File: src/rtl/uart_rx_pkg.sv
// Shared types for the tagged serial receiver.
// Assumes an 8-bit data field; the character length code selects 5..8 bits.
package uart_rx_pkg;
    parameter int DATA_W = 8;
    parameter int LEN_W  = 2;
    parameter int OVS    = 16;

    typedef enum logic [2:0] {
        RX_IDLE  = 3'd0,
        RX_START = 3'd1,
        RX_DATA  = 3'd2,
        RX_PAR   = 3'd3,
        RX_STOP  = 3'd4,
        RX_HOLD  = 3'd5
    } rx_state_e;

    typedef enum logic [1:0] {
        PAR_EVEN  = 2'd0,
        PAR_ODD   = 2'd1,
        PAR_MARK  = 2'd2,
        PAR_SPACE = 2'd3
    } par_mode_e;

    typedef struct packed {
        logic              ovr;
        logic              brk;
        logic              pe;
        logic              fe;
        logic [DATA_W-1:0] data;
    } rx_entry_t;

    // Returns 1 when the received parity bit disagrees with the selected mode.
    function automatic logic parity_bad(par_mode_e m, logic data_xor, logic pbit);
        logic bad;
        case (m)
            PAR_EVEN:  bad = data_xor ^ pbit;
            PAR_ODD:   bad = ~(data_xor ^ pbit);
            PAR_MARK:  bad = ~pbit;
            default:   bad = pbit;
        endcase
        return bad;
    endfunction
endpackage

File: src/rtl/urx_baud_tick.sv
// Fractional oversampling tick generator.
// Each period lasts max(div_int,1) clocks, plus one clock when the fraction
// accumulator wrapped at the end of the previous period. Held in reset while
// en is low. Assumes the divisor only changes while en is low.
module urx_baud_tick #(
    parameter int INT_W  = 16,
    parameter int FRAC_W = 6
) (
    input  logic              clk,
    input  logic              rst_n,
    input  logic              en,
    input  logic [INT_W-1:0]  div_int,
    input  logic [FRAC_W-1:0] div_frac,
    output logic              tick_o
);
    localparam int CW = INT_W + 1;

    logic [INT_W-1:0]  cnt;
    logic [FRAC_W-1:0] acc;
    logic              extra;
    logic [CW-1:0]     eff_div;
    logic [CW-1:0]     limit;
    logic [FRAC_W:0]   acc_sum;

    // Effective period length for the current tick.
    always_comb begin
        eff_div = (div_int == '0) ? CW'(1) : {1'b0, div_int};
        limit   = eff_div + CW'(extra);
        acc_sum = {1'b0, acc} + {1'b0, div_frac};
    end

    assign tick_o = en && (({1'b0, cnt} + CW'(1)) >= limit);

    // Period counter and fraction accumulator.
    always_ff @(posedge clk) begin
        if (!rst_n || !en) begin
            cnt   <= '0;
            acc   <= '0;
            extra <= 1'b0;
        end else if (tick_o) begin
            cnt   <= '0;
            acc   <= acc_sum[FRAC_W-1:0];
            extra <= acc_sum[FRAC_W];
        end else begin
            cnt   <= cnt + INT_W'(1);
        end
    end

    // Independent spacing counter used only by the check below.
    logic [CW:0] gap;
    always_ff @(posedge clk) begin
        if (!rst_n || !en || tick_o) gap <= '0;
        else if (gap != '1)          gap <= gap + (CW+1)'(1);
    end

    AST_TICK_PERIOD: assert property (@(posedge clk) disable iff (!rst_n)
        tick_o |-> ((gap + (CW+1)'(1)) >= {1'b0, eff_div}) &&
                   ((gap + (CW+1)'(1)) <= ({1'b0, eff_div} + (CW+1)'(1))));
endmodule

File: src/rtl/urx_sync.sv
// Multi-stage synchronizer for the asynchronous serial line.
// Resets to the idle-high level so no false start is seen after reset.
module urx_sync #(
    parameter int STAGES = 2
) (
    input  logic clk,
    input  logic rst_n,
    input  logic d_async,
    output logic q_sync
);
    logic [STAGES-1:0] chain;

    // Shift the line through the synchronizer stages.
    always_ff @(posedge clk) begin
        if (!rst_n) chain <= '1;
        else        chain <= {chain[STAGES-2:0], d_async};
    end

    assign q_sync = chain[STAGES-1];
endmodule

File: src/rtl/urx_frame_fsm.sv
// Receive state machine: start-bit confirmation at mid-bit, data shift
// (LSB first), parity and stop checks, break detection and the tagged write.
// Assumes rx_s is already synchronized and that configuration is stable
// while enable is high.
module urx_frame_fsm
    import uart_rx_pkg::*;
(
    input  logic            clk,
    input  logic            rst_n,
    input  logic            enable,
    input  logic            tick,
    input  logic            rx_s,
    input  logic [LEN_W-1:0] char_len,
    input  logic            par_en,
    input  logic [1:0]      par_mode,
    input  logic            fifo_full,
    output logic            wr_en,
    output rx_entry_t       wr_entry
);
    localparam int MIN_BITS = DATA_W - (2 ** LEN_W) + 1;
    localparam int CNT_W    = $clog2(OVS);
    localparam int BIT_W    = $clog2(DATA_W + 1);
    localparam logic [CNT_W-1:0] MID  = CNT_W'(OVS / 2 - 1);
    localparam logic [CNT_W-1:0] LAST = CNT_W'(OVS - 1);

    rx_state_e         state;
    logic [CNT_W-1:0]  tcnt;
    logic [BIT_W-1:0]  bitn;
    logic [BIT_W-1:0]  nbits;
    logic [DATA_W-1:0] shreg;
    logic [DATA_W-1:0] aligned;
    logic              data_xor;
    logic              pbit;
    logic              all_low;
    logic              ovr_pend;
    logic              sample;

    // Character length and alignment of the shifted data.
    always_comb begin
        nbits   = BIT_W'(MIN_BITS) + BIT_W'(char_len);
        aligned = shreg >> (BIT_W'(DATA_W) - nbits);
        sample  = tick && (tcnt == LAST);
    end

    // Frame sequencing and the tagged write.
    always_ff @(posedge clk) begin
        if (!rst_n || !enable) begin
            state    <= RX_IDLE;
            tcnt     <= '0;
            bitn     <= '0;
            shreg    <= '0;
            data_xor <= 1'b0;
            pbit     <= 1'b0;
            all_low  <= 1'b1;
            ovr_pend <= 1'b0;
            wr_en    <= 1'b0;
            wr_entry <= '0;
        end else begin
            wr_en <= 1'b0;
            if (tick && state != RX_IDLE && state != RX_HOLD) tcnt <= tcnt + CNT_W'(1);
            case (state)
                RX_IDLE: begin
                    if (!rx_s) begin
                        state <= RX_START;
                        tcnt  <= '0;
                    end
                end
                RX_START: begin
                    if (tick && tcnt == MID) begin
                        tcnt <= '0;
                        if (!rx_s) begin
                            state    <= RX_DATA;
                            bitn     <= '0;
                            data_xor <= 1'b0;
                            all_low  <= 1'b1;
                        end else begin
                            state <= RX_IDLE;
                        end
                    end
                end
                RX_DATA: begin
                    if (sample) begin
                        shreg    <= {rx_s, shreg[DATA_W-1:1]};
                        data_xor <= data_xor ^ rx_s;
                        all_low  <= all_low & ~rx_s;
                        if (bitn == nbits - BIT_W'(1)) state <= par_en ? RX_PAR : RX_STOP;
                        else                           bitn  <= bitn + BIT_W'(1);
                    end
                end
                RX_PAR: begin
                    if (sample) begin
                        pbit    <= rx_s;
                        all_low <= all_low & ~rx_s;
                        state   <= RX_STOP;
                    end
                end
                RX_STOP: begin
                    if (sample) begin
                        if (fifo_full) begin
                            ovr_pend <= 1'b1;
                        end else begin
                            wr_en         <= 1'b1;
                            wr_entry.data <= (all_low && !rx_s) ? '0 : aligned;
                            wr_entry.fe   <= ~rx_s;
                            wr_entry.brk  <= all_low & ~rx_s;
                            wr_entry.pe   <= par_en &
                                             parity_bad(par_mode_e'(par_mode), data_xor, pbit);
                            wr_entry.ovr  <= ovr_pend;
                            ovr_pend      <= 1'b0;
                        end
                        state <= rx_s ? RX_IDLE : RX_HOLD;
                    end
                end
                RX_HOLD: begin
                    if (rx_s) state <= RX_IDLE;
                end
                default: state <= RX_IDLE;
            endcase
        end
    end

    AST_NO_WRITE_WHEN_FULL: assert property (@(posedge clk) disable iff (!rst_n)
        (state == RX_STOP && sample && fifo_full) |=> !wr_en);
    AST_OFF_IS_IDLE: assert property (@(posedge clk) disable iff (!rst_n)
        !enable |=> (state == RX_IDLE) && !wr_en);
    AST_BREAK_HAS_FRAMING: assert property (@(posedge clk) disable iff (!rst_n)
        (wr_en && wr_entry.brk) |-> (wr_entry.fe && wr_entry.data == '0));
    AST_UPPER_BITS_ZERO: assert property (@(posedge clk) disable iff (!rst_n)
        wr_en |-> ((wr_entry.data >> nbits) == '0));
    AST_SINGLE_PULSE: assert property (@(posedge clk) disable iff (!rst_n)
        wr_en |=> !wr_en);
    AST_HOLD_AFTER_LOW_STOP: assert property (@(posedge clk) disable iff (!rst_n)
        (state == RX_STOP && sample && !rx_s && enable) |=> (state == RX_HOLD));
endmodule

File: src/rtl/uart_rx_tagged.sv
// Top level of the tagged serial receiver: tick generator, line
// synchronizer and frame state machine. The FIFO itself lives outside;
// the block only writes when fifo_full is low.
module uart_rx_tagged
    import uart_rx_pkg::*;
#(
    parameter int DIV_INT_W  = 16,
    parameter int DIV_FRAC_W = 6,
    parameter int SYNC_STAGES = 2,
    localparam int ENTRY_W   = DATA_W + 4
) (
    input  logic                  clk,
    input  logic                  rst_n,
    input  logic                  enable,
    input  logic [DIV_INT_W-1:0]  div_int,
    input  logic [DIV_FRAC_W-1:0] div_frac,
    input  logic [LEN_W-1:0]      char_len,
    input  logic                  par_en,
    input  logic [1:0]            par_mode,
    input  logic                  rx_in,
    input  logic                  fifo_full,
    output logic                  wr_en,
    output logic [ENTRY_W-1:0]    wr_entry
);
    logic      tick;
    logic      rx_s;
    rx_entry_t entry;

    urx_baud_tick #(.INT_W(DIV_INT_W), .FRAC_W(DIV_FRAC_W)) u_tick (
        .clk      (clk),
        .rst_n    (rst_n),
        .en       (enable),
        .div_int  (div_int),
        .div_frac (div_frac),
        .tick_o   (tick)
    );

    urx_sync #(.STAGES(SYNC_STAGES)) u_sync (
        .clk     (clk),
        .rst_n   (rst_n),
        .d_async (rx_in),
        .q_sync  (rx_s)
    );

    urx_frame_fsm u_fsm (
        .clk       (clk),
        .rst_n     (rst_n),
        .enable    (enable),
        .tick      (tick),
        .rx_s      (rx_s),
        .char_len  (char_len),
        .par_en    (par_en),
        .par_mode  (par_mode),
        .fifo_full (fifo_full),
        .wr_en     (wr_en),
        .wr_entry  (entry)
    );

    assign wr_entry = entry;
endmodule

File: config.mk
export PLATFORM = sky130hd
export DESIGN_NAME = uart_rx_tagged
export DESIGN_NICKNAME = d
export VERILOG_FILES = /design/src/rtl/uart_rx_pkg.sv /design/src/rtl/urx_baud_tick.sv /design/src/rtl/urx_sync.sv /design/src/rtl/urx_frame_fsm.sv /design/src/rtl/uart_rx_tagged.sv
export SDC_FILE = /design/constraint.sdc
export NUM_CORES = 1
export LEC_CHECK = 0
export BUFFER_PORTS_ARGS = -buffer_cell sky130_fd_sc_hd__buf_2
export CAP_MARGIN = 40
export CORE_ASPECT_RATIO = 1.1
export CORE_MARGIN = 4
export CORE_UTILIZATION = 59
export DETAILED_ROUTE_END_ITERATION = 12
export HOLD_SLACK_MARGIN = 0.08
export PLACE_DENSITY_LB_ADDON = 0.3
export SLEW_MARGIN = 25
export SYNTH_ARGS = -nofsm -noshare
export SYNTH_HDL_FRONTEND = slang
export SYNTH_SLANG_ARGS = --single-unit
File: constraint.sdc
create_clock -name clk -period 3.9 [get_ports clk]
set_input_delay 0.39 -clock clk [delete_from_list [all_inputs] [get_ports clk]]
set_output_delay 0.39 -clock clk [all_outputs]
set_load 0.01 [all_outputs]
==> results_dict.tcl, run 1 <==
set metrics [dict create \
    status "finished, final reports clean" \
    max_freq_ghz 0.292 \
    syn_inst 454 \
    worst_pin_slew_ns 0.630 \
    p_sw_share_pct 22.3 \
    worstPathRequired_ns 4.17 \
    viasPerCell 5.93 \
    overflow 0 \
    gp_congestion 0.870 \
    rsz0062_at_grt "false" \
    drt-total-wl_mm 8.78 \
    power.internal_mw 1.10 \
    setup.worst_path.end "u_fsm.state[0]" \
    dieWidth_um 85.0 \
    cts.repair.resized 0 \
    initial_utilization_pct 61.7 \
    final_hold_viol_count 0 \
    synth_top_area_share_pct 31.8 \
    power.switching_mw 0.314 \
    comb_power_share_pct 7.3 \
    dr_total_vias 3462 \
    grt_max_degree 49 \
    drive_gt1_share_pct 15.7 \
    crit_path_start "div_int[1]" \
    p_clk_share_pct 48.1 \
    arrival_ns 3.70 \
    n_antenna_cell 0 \
    nNetsFinal 562 \
    grt_antenna_before_repair 0 \
    final.setup.tns_ns 0 \
    synth-seq-area-share_pct 31.8 \
    htreeDepth 3 \
    ff2ff_path_depth 13 \
    dieArea_um2 7870 \
    synthTopCellsByArea "dfxtp_1, ha_1, nand2_1" \
    p_seq_share_pct 44.6 \
    cts_setup_buffers 0 \
    drtAntennaViolNets 0 \
    post_drt_wl_per_cell_um 15.0 \
    hpwl_mm 6.34 \
    r2r_slack_ns 0.67 \
    cts.sinks 61 \
    insertion_delay_ns 0.34 \
    grt_pass1_vias 3451 \
    r2r_end "u_fsm.state[0]" \
    p_leak_nw 1.89 \
    drt_first_pass_iters 5 \
    core-area_um2 6230 \
    min_period_ns 3.43 \
    remaining_drc_errors 0 \
    reg2reg_from "u_tick.cnt[2]" \
    pin_count 45 \
    syn-cell-area_um2 3840 \
    numPortBuffers 44 \
    syn_to_final_growth_pct 14.6 \
    die_y_um 92.7 \
    cts_buffer_depth 2 \
    vdd_ir_drop_max_v 0.000305 \
    synth_most_common_cell "nand2_1" \
    drv_cap 0 \
    synth_top_area_cell "dfxtp_1" \
    relSlewSlack_pct 57.9 \
    p_per_area_nw_per_um2 320 \
    grt.total_usage_pct 23.5 \
    finalCritPeriodShare_pct 87.9 \
    avgSynthCellArea_um2 8.47 \
    power.total_mw 1.41 \
    synth_fp_nets 517 \
    rows 30 \
    yosys_most_used_dff "dfxtp_1" \
    synth-async-reset-ratio_pct 0 \
    critPathMaxFanout 9 \
    ys_types 50 \
    cts_hold_buf 0 \
    clkSlewWorstSetupHoldPaths_ns 0.07 \
    drv_slew 0 \
    setup_viol 0 \
    hp-class "in -> reg" \
    synth-edff-count 0 \
    ys_warn_count 0 \
    grt_pass1_wl_mm 15.3 \
    worstSetupStartpointType "input port" \
    tritoncts "done" \
    worst-setup-path-type "in -> reg" \
    synth_common_cells "nand2_1, dfxtp_1, ha_1, nand3_1, mux2i_1" \
    clockRootBuffer "clkbuf_8" \
    cts_buffers 9 \
    clock_skew_ns 0.00783 \
    drt_iter0_markers 164 \
    worstSetupEndpointType "flop" \
    synth_seq_cells 61 \
]
-- logic make-up (layout without fill, tap and decap cells) --
family | Yosys count | in the layout | share of synthesized area (%)
adder cells (fa/ha/maj) | 31 | 31 | 10.3
XOR/XNOR | 38 | 38 | 8.66
flip-flops | 61 | 61 | 31.8
AND/OR/NAND/NOR | 185 | 185 | 23.8
buffers and inverters | 38 | 88 | 4.07
AO/OA/AOI/OAI | 71 | 71 | 11.9
multiplexers | 30 | 30 | 9.47
-- registers in the layout, summed over array words and instances, names as in the netlist --
name            count
u_fsm.tcnt          4
u_fsm.ovr_pend      1
u_fsm.state         3
u_fsm.data_xor      1
u_tick.acc          6
u_fsm.bitn          4
u_fsm.wr_entry     12
u_fsm.all_low       1
u_sync.chain        2
u_fsm.shreg         8
u_fsm.wr_en         1
u_tick.cnt         16
u_fsm.pbit          1
u_tick.extra        1
-- area by class of cell --
class	instances	area, um2
Multi-Input combinational cell	355	2470
Fill cell	501	1830
Sequential cell	61	1220
Timing Repair Buffer	53	300
Clock buffer	13	179
Tap cell	80	100
Inverter	19	71.3
Clock inverter	3	65.1
-- cells in the final DEF, fill, tap and decap left out, drive strengths merged, types with 4 or more instances in the layout --
cell type	count
a211o	4
a211oi	4
a21oi	22
a31oi	4
and3	19
buf	53
clkbuf	13
dfxtp	61
ha	30
inv	19
mux2i	24
mux4	5
nand2	70
nand2b	4
nand3	27
nand4	9
nor2	22
nor2b	6
nor3	10
nor4	6
o21ai	15
or3	5
xnor2	22
xor2	16
-- worst min path at each step --
stage                               start               to  slack [ns]  depth (start not counted)
after floorplan           u_sync.chain[0]  u_sync.chain[1]        0.39                          1
after global placement    u_sync.chain[0]  u_sync.chain[1]        0.40                          1
after detailed placement  u_sync.chain[0]  u_sync.chain[1]        0.40                          1
after CTS                           rx_in  u_sync.chain[0]        0.23                          2
after global routing                rx_in  u_sync.chain[0]        0.25                          2
final                               rx_in  u_sync.chain[0]        0.23                          2
-- power by group through the flow --
stage / clock, mW / combinational (mW) / sequential (mW)
2_1_floorplan: 0 / 0.0660 / 0.641
3_3_place_gp: 0 / 0.0970 / 0.643
3_5_place_dp: 0 / 0.102 / 0.643
4_1_cts: 0.678 / 0.103 / 0.629
5_1_grt: 0.705 / 0.116 / 0.629
6_report: 0.677 / 0.103 / 0.629
-- per-layer routing --
| metal | GRT usage (%) | wire length, um | vias to the layer above |
|---|---|---|---|
| met1 | 28.9 | 3710 | 1626 |
| met5 | 0 | 0 | - |
| met2 | 40.3 | 4410 | 103 |
| met3 | 4.89 | 505 | 21 |
| li1 | - | - | 1712 |
| met4 | 8.31 | 153 | 0 |
-- stage by stage --
step / instances / util [%] / setup slack (ns) / cell area [um2] / hold slack, ns
final: 584 / 70.7 / 0.473 / 4400 / 0.234
after global routing: 584 / 70.7 / 0.205 / 4400 / 0.254
after CTS: 584 / 70.7 / 0.488 / 4400 / 0.233
after detailed placement: 568 / 66.7 / 0.155 / 4160 / 0.403
after global placement: 568 / 66.7 / 0.260 / 4160 / 0.400
after floorplan: 454 / - / 0.393 / 3840 / 0.386
-- worst max-delay path, cell delays in order --
cell and delay (ns):
buf_2 0.14, nor4_1 0.30, a41o_1 0.20, ha_1 0.16
ha_1 0.16, nand3_1 0.13, nor2_1 0.16, nand3_1 0.11
xor2_1 0.16, ha_1 0.31, nand4_2 0.14, nor2_1 0.06
o2bb2ai_1 0.19, a211oi_4 0.43, buf_4 0.22, a211o_1 0.22
mux2i_1 0.20
(Power assumes the default switching activity.)
==> run 2: changes to the inputs <==
Settings changed: GPL_TIMING_DRIVEN set to 0, HOLD_SLACK_MARGIN 0.08 to not set.
==> results_dict.tcl, run 2 (synthesis gave the netlist of run 1 again) <==
set metrics [dict create \
    status "finished, final reports clean" \
    worst-setup-path-type "in -> reg" \
    vdd_ir_drop_max_v 0.000222 \
    top_register "u_tick.cnt" \
    power.internal_mw 1.03 \
    placed_area_um2 4160 \
    worstSetupStartpointType "input port" \
    p_seq_share_pct 47.0 \
    relSlewSlack_pct 55.1 \
    p_sw_share_pct 23.1 \
    drt_first_pass_iters 5 \
    power.switching_mw 0.309 \
    setup_viol 0 \
    drt_iter0_markers 224 \
    worstSetupEndpointType "flop" \
    cp_cell_sequence "buf_2 -> nor4_1 -> a41o_1 -> ha_2 -> ha_2 -> nand3_1 -> nor2_2 -> nand3_1 -> xor2_1 -> ha_1 -> nand4_2 -> nor4_4 -> a211oi_4 -> buf_4 -> or4_1 -> a21oi_1" \
    p_per_area_nw_per_um2 302 \
    cts_buffer_depth 2 \
    clock_skew_ns 0.00993 \
    cts_buffers 9 \
    multi_input_area_um2 2480 \
    p_clk_share_pct 44.8 \
    remaining_drc_errors 0 \
    crit_family "simple AND/OR/NAND/NOR gates" \
    dieArea_um2 7870 \
    drtAntennaViolNets 0 \
    fin_ws_ns 0.182 \
    grt_pass1_wl_mm 15.0 \
    reg_top3 "u_tick.cnt (16), u_fsm.wr_entry (12), u_fsm.shreg (8)" \
    numPortBuffers 44 \
    hpwl_mm 6.72 \
    insertion_delay_ns 0.34 \
    final.setup.tns_ns 0 \
    drv_slew 0 \
    syn_to_final_growth_pct 14.9 \
    grt_pass1_vias 3304 \
    max_freq_ghz 0.269 \
    pin_count 45 \
    layoutNonFillerInstCount 596 \
    min_period_ns 3.72 \
    p_leak_nw 1.87 \
    place_ws_ns -0.373 \
    dr_total_vias 3531 \
    rsz0062_at_grt "false" \
    drt-total-wl_mm 8.96 \
    regArea_um2 1220 \
    power.total_mw 1.33 \
    grt_max_degree 11 \
    stdcell_area_um2 4420 \
    clkSlewWorstSetupHoldPaths_ns 0.06 \
    die_y_um 92.7 \
    worst_pin_slew_ns 0.668 \
    dieWidth_um 85.0 \
    drv_cap 0 \
    slowest_delay_ns 0.49 \
    nNetsFinal 574 \
    cts.sinks 61 \
    post_drt_wl_per_cell_um 15.0 \
    final_common_cell "nand2_1" \
    rows 30 \
    final_hold_viol_count 0 \
    drive_gt1_share_pct 15.3 \
    grt_antenna_before_repair 0 \
    arrival_ns 3.98 \
    path_buf_inv 2 \
    finalCritPeriodShare_pct 95.3 \
    clockRootBuffer "clkbuf_8" \
    htreeDepth 3 \
    hp-class "in -> reg" \
    comb_power_share_pct 8.2 \
    place_inst 578 \
    grt.total_usage_pct 23.5 \
    n_antenna_cell 0 \
    viasPerCell 5.92 \
    fill_cells 499 \
    worstPathRequired_ns 4.17 \
    cts_hold_buf 0 \
    overflow 0 \
    final_cell_mix "nand2_1, dfxtp_1, buf_2" \
    tritoncts "done" \
    cp_slowest_cell "or4_1" \
    largest_reg_flops 16 \
    initial_utilization_pct 61.7 \
    critPathMaxFanout 5 \
    core-area_um2 6230 \
    gp_congestion 0.853 \
]
-- run 2: cell count changes in the layout (fill, tap and decap cells not counted), sizes merged --
cell and change:
clkbuf +12, buf -2, clkinv +2
-- run 2: layout make-up --
class                      instances  area share, %
timing repair buffer              46           5.61
sequential                        61           27.6
tap                               80           2.27
clock buffer                      11           2.97
multi-input combinational        355           56.2
buffer                            19           2.01
inverter                          19           1.61
clock inverter                     5           1.70
-- run 2: power by group through the flow --
stage / Sequential (mW) / Clock, mW / Combinational (mW)
after floorplan: 0.641 / 0 / 0.0660
final: 0.627 / 0.597 / 0.110
after global placement: 0.641 / 0 / 0.103
after global routing: 0.627 / 0.629 / 0.124
after detailed placement: 0.641 / 0 / 0.107
after CTS: 0.627 / 0.608 / 0.108
-- run 2: final timing paths --
| path | from | to | slack (ns) | depth (start not counted) |
|---|---|---|---|---|
| worst max-delay path | div_int[9] | u_fsm.tcnt[3] | 0.18 | 16 |
| worst min-delay path | rx_in | u_sync.chain[0] | 0.23 | 2 |
| worst max register to register | u_tick.extra | u_fsm.tcnt[3] | 0.61 | 13 |
| worst min register to register | u_sync.chain[0] | u_sync.chain[1] | 0.41 | 1 |
-- run 2: repair_timing --
| item | in CTS | in global routing |
|---|---|---|
| endpoints found under the setup margin | 5 | 56 |
| pin swaps | 1 | 1 |
| buffers inserted | 2 | 0 |
| resized for setup | 0 | 7 |
-- run 2: metrics by stage --
step / util, % / hold WS, ns
after floorplan: - / 0.386
after global placement: 66.8 / 0.410
after detailed placement: 66.8 / 0.403
after CTS: 70.6 / 0.214
after global routing: 70.9 / 0.221
final: 70.9 / 0.232
-- run 2: routing by layer --
metal  vias up  part of all wire, %  global-route usage, %
met3        19                  5.9                   7.65
met2       116                   50                   38.4
li1       1730                    -                      -
met1      1666                   43                   28.9
met5         -                    0                      0
met4         0                  1.4                   7.92
==> run 3: changes to the inputs <==
Settings changed: CELL_PAD_IN_SITES_DETAIL_PLACEMENT set to 1, CELL_PAD_IN_SITES_GLOBAL_PLACEMENT set to 1, CORE_UTILIZATION 59 to 44.
==> results_dict.tcl, run 3 (synthesis gave the netlist of run 1 again) <==
set metrics [dict create \
    drive_gt1_share_pct 16.6 \
    htreeDepth 3 \
    reg2reg_from "u_tick.cnt[0]" \
    layoutNonFillerInstCount 628 \
    nNetsFinal 575 \
    grt_pass1_vias 3703 \
    clkSlewWorstSetupHoldPaths_ns 0.07 \
    holdWs_ns 0.233 \
    tritoncts "done" \
    placed_area_um2 4200 \
    die_y_um 106 \
    drt_iter0_markers 116 \
    cts.sinks 61 \
    numPortBuffers 44 \
    min_period_ns 3.69 \
    cts_buffers 9 \
    final.setup.tns_ns 0 \
    fin_ws_ns 0.206 \
    grt_max_degree 12 \
    p_leak_nw 1.87 \
    cts_hold_buf 0 \
    clock_skew_ns 0.00977 \
    stdcell_area_um2 4470 \
    drv_slew 0 \
    cts_buffer_depth 2 \
    gp_congestion 0.839 \
    grt.total_usage_pct 20.2 \
    place_ws_ns -0.532 \
    drt_first_pass_iters 4 \
    finalCritPeriodShare_pct 94.7 \
    dr_total_vias 3511 \
    status "finished, final reports clean" \
    final_core_utilization_pct 52.9 \
    clockRootBuffer "clkbuf_8" \
    worst-setup-path-type "in -> reg" \
    drt-total-wl_mm 10.1 \
    setup.worst_path.end "u_fsm.tcnt[3]" \
    r2r_slack_ns 0.49 \
    drv_cap 0 \
    r2r_end "u_fsm.tcnt[3]" \
    syn_to_final_growth_pct 16.4 \
    worst_pin_slew_ns 0.633 \
    final_hold_viol_count 0 \
    hp-class "in -> reg" \
    hp-start "rx_in" \
    rows 35 \
    n_antenna_cell 0 \
    worstPathRequired_ns 4.17 \
    top_register "u_tick.cnt" \
    final_common_cell "nand2_1" \
    remaining_drc_errors 0 \
    insertion_delay_ns 0.35 \
    vdd_ir_drop_max_v 0.000193 \
    grt_pass1_wl_mm 17.3 \
    place_inst 609 \
    max_freq_ghz 0.271 \
    largest_reg_flops 16 \
    final_cell_mix "nand2_1, dfxtp_1, buf_2" \
    p_per_area_nw_per_um2 298 \
    pin_count 45 \
    arrival_ns 3.97 \
    initial_utilization_pct 45.5 \
    worstSetupStartpointType "input port" \
    overflow 0 \
    viasPerCell 5.59 \
    reg_top3 "u_tick.cnt (16), u_fsm.wr_entry (12), u_fsm.shreg (8)" \
    drtAntennaViolNets 0 \
    power.total_mw 1.33 \
    dieArea_um2 10300 \
    dieWidth_um 97.1 \
    ff2ff_path_depth 14 \
    post_drt_wl_per_cell_um 16.1 \
    worstSetupEndpointType "flop" \
    fill_cells 1054 \
    hpwl_mm 7.89 \
    critPathMaxFanout 5 \
    crit_path_start "div_int[9]" \
    core-area_um2 8450 \
    relSlewSlack_pct 57.5 \
    grt_antenna_before_repair 0 \
    setup_viol 0 \
]
[run 3: final cells by class]
class / instances / area [um2] / share of cell area (%)
plain buffers: 19 / 90.1 / 2.01
clock buffers: 11 / 151 / 3.38
clock inverters: 5 / 58.8 / 1.31
inverters: 19 / 71.3 / 1.59
multi-input cells: 355 / 2500 / 55.9
flip-flops and latches: 61 / 1220 / 27.3
well taps: 111 / 139 / 3.10
repair buffers: 47 / 243 / 5.43
[run 3: metal layers]
layer | vias up | wire length [um] | track usage, %
met1 | 1720 | 4450 | 24.3
met2 | 46 | 5190 | 36.4
li1 | 1730 | - | -
met4 | 0 | 170 | 6.22
met5 | - | 0 | 0
met3 | 15 | 320 | 3.81
[run 3: repair_timing]
item / 4_1_cts / 5_1_grt
gates resized for setup: 2 / 9
setup endpoints to repair: 34 / 48
buffers inserted: 2 / 1
pin swaps: 2 / 1
hold endpoints to repair: 0 / 0
[run 3: critical path, stage by stage]
cell and delay, ns:
buf_2 0.13, nor4_1 0.30, a41o_1 0.23, ha_2 0.22, ha_2 0.25, nand3_2 0.16, nor2_4 0.17, nand3_1 0.10
xor2_1 0.15, ha_1 0.31, nand4_2 0.17, nor4_4 0.30, buf_4 0.18, a211oi_4 0.07, buf_4 0.18, or4_1 0.49
a21oi_1 0.14
[run 3: worst min path at each step]
stage                      endpoint  slack (ns)  cells past startpoint
global placement    u_sync.chain[1]        0.40                      1
global route        u_sync.chain[0]        0.23                      2
CTS                 u_sync.chain[0]        0.22                      2
floorplan           u_sync.chain[1]        0.39                      1
detailed placement  u_sync.chain[1]        0.43                      1
finish              u_sync.chain[0]        0.23                      2
[run 3: report_power, final]
group	switching, mW	internal (mW)
registers	0.00207	0.625
clock network	0.263	0.330
logic	0.0687	0.0439
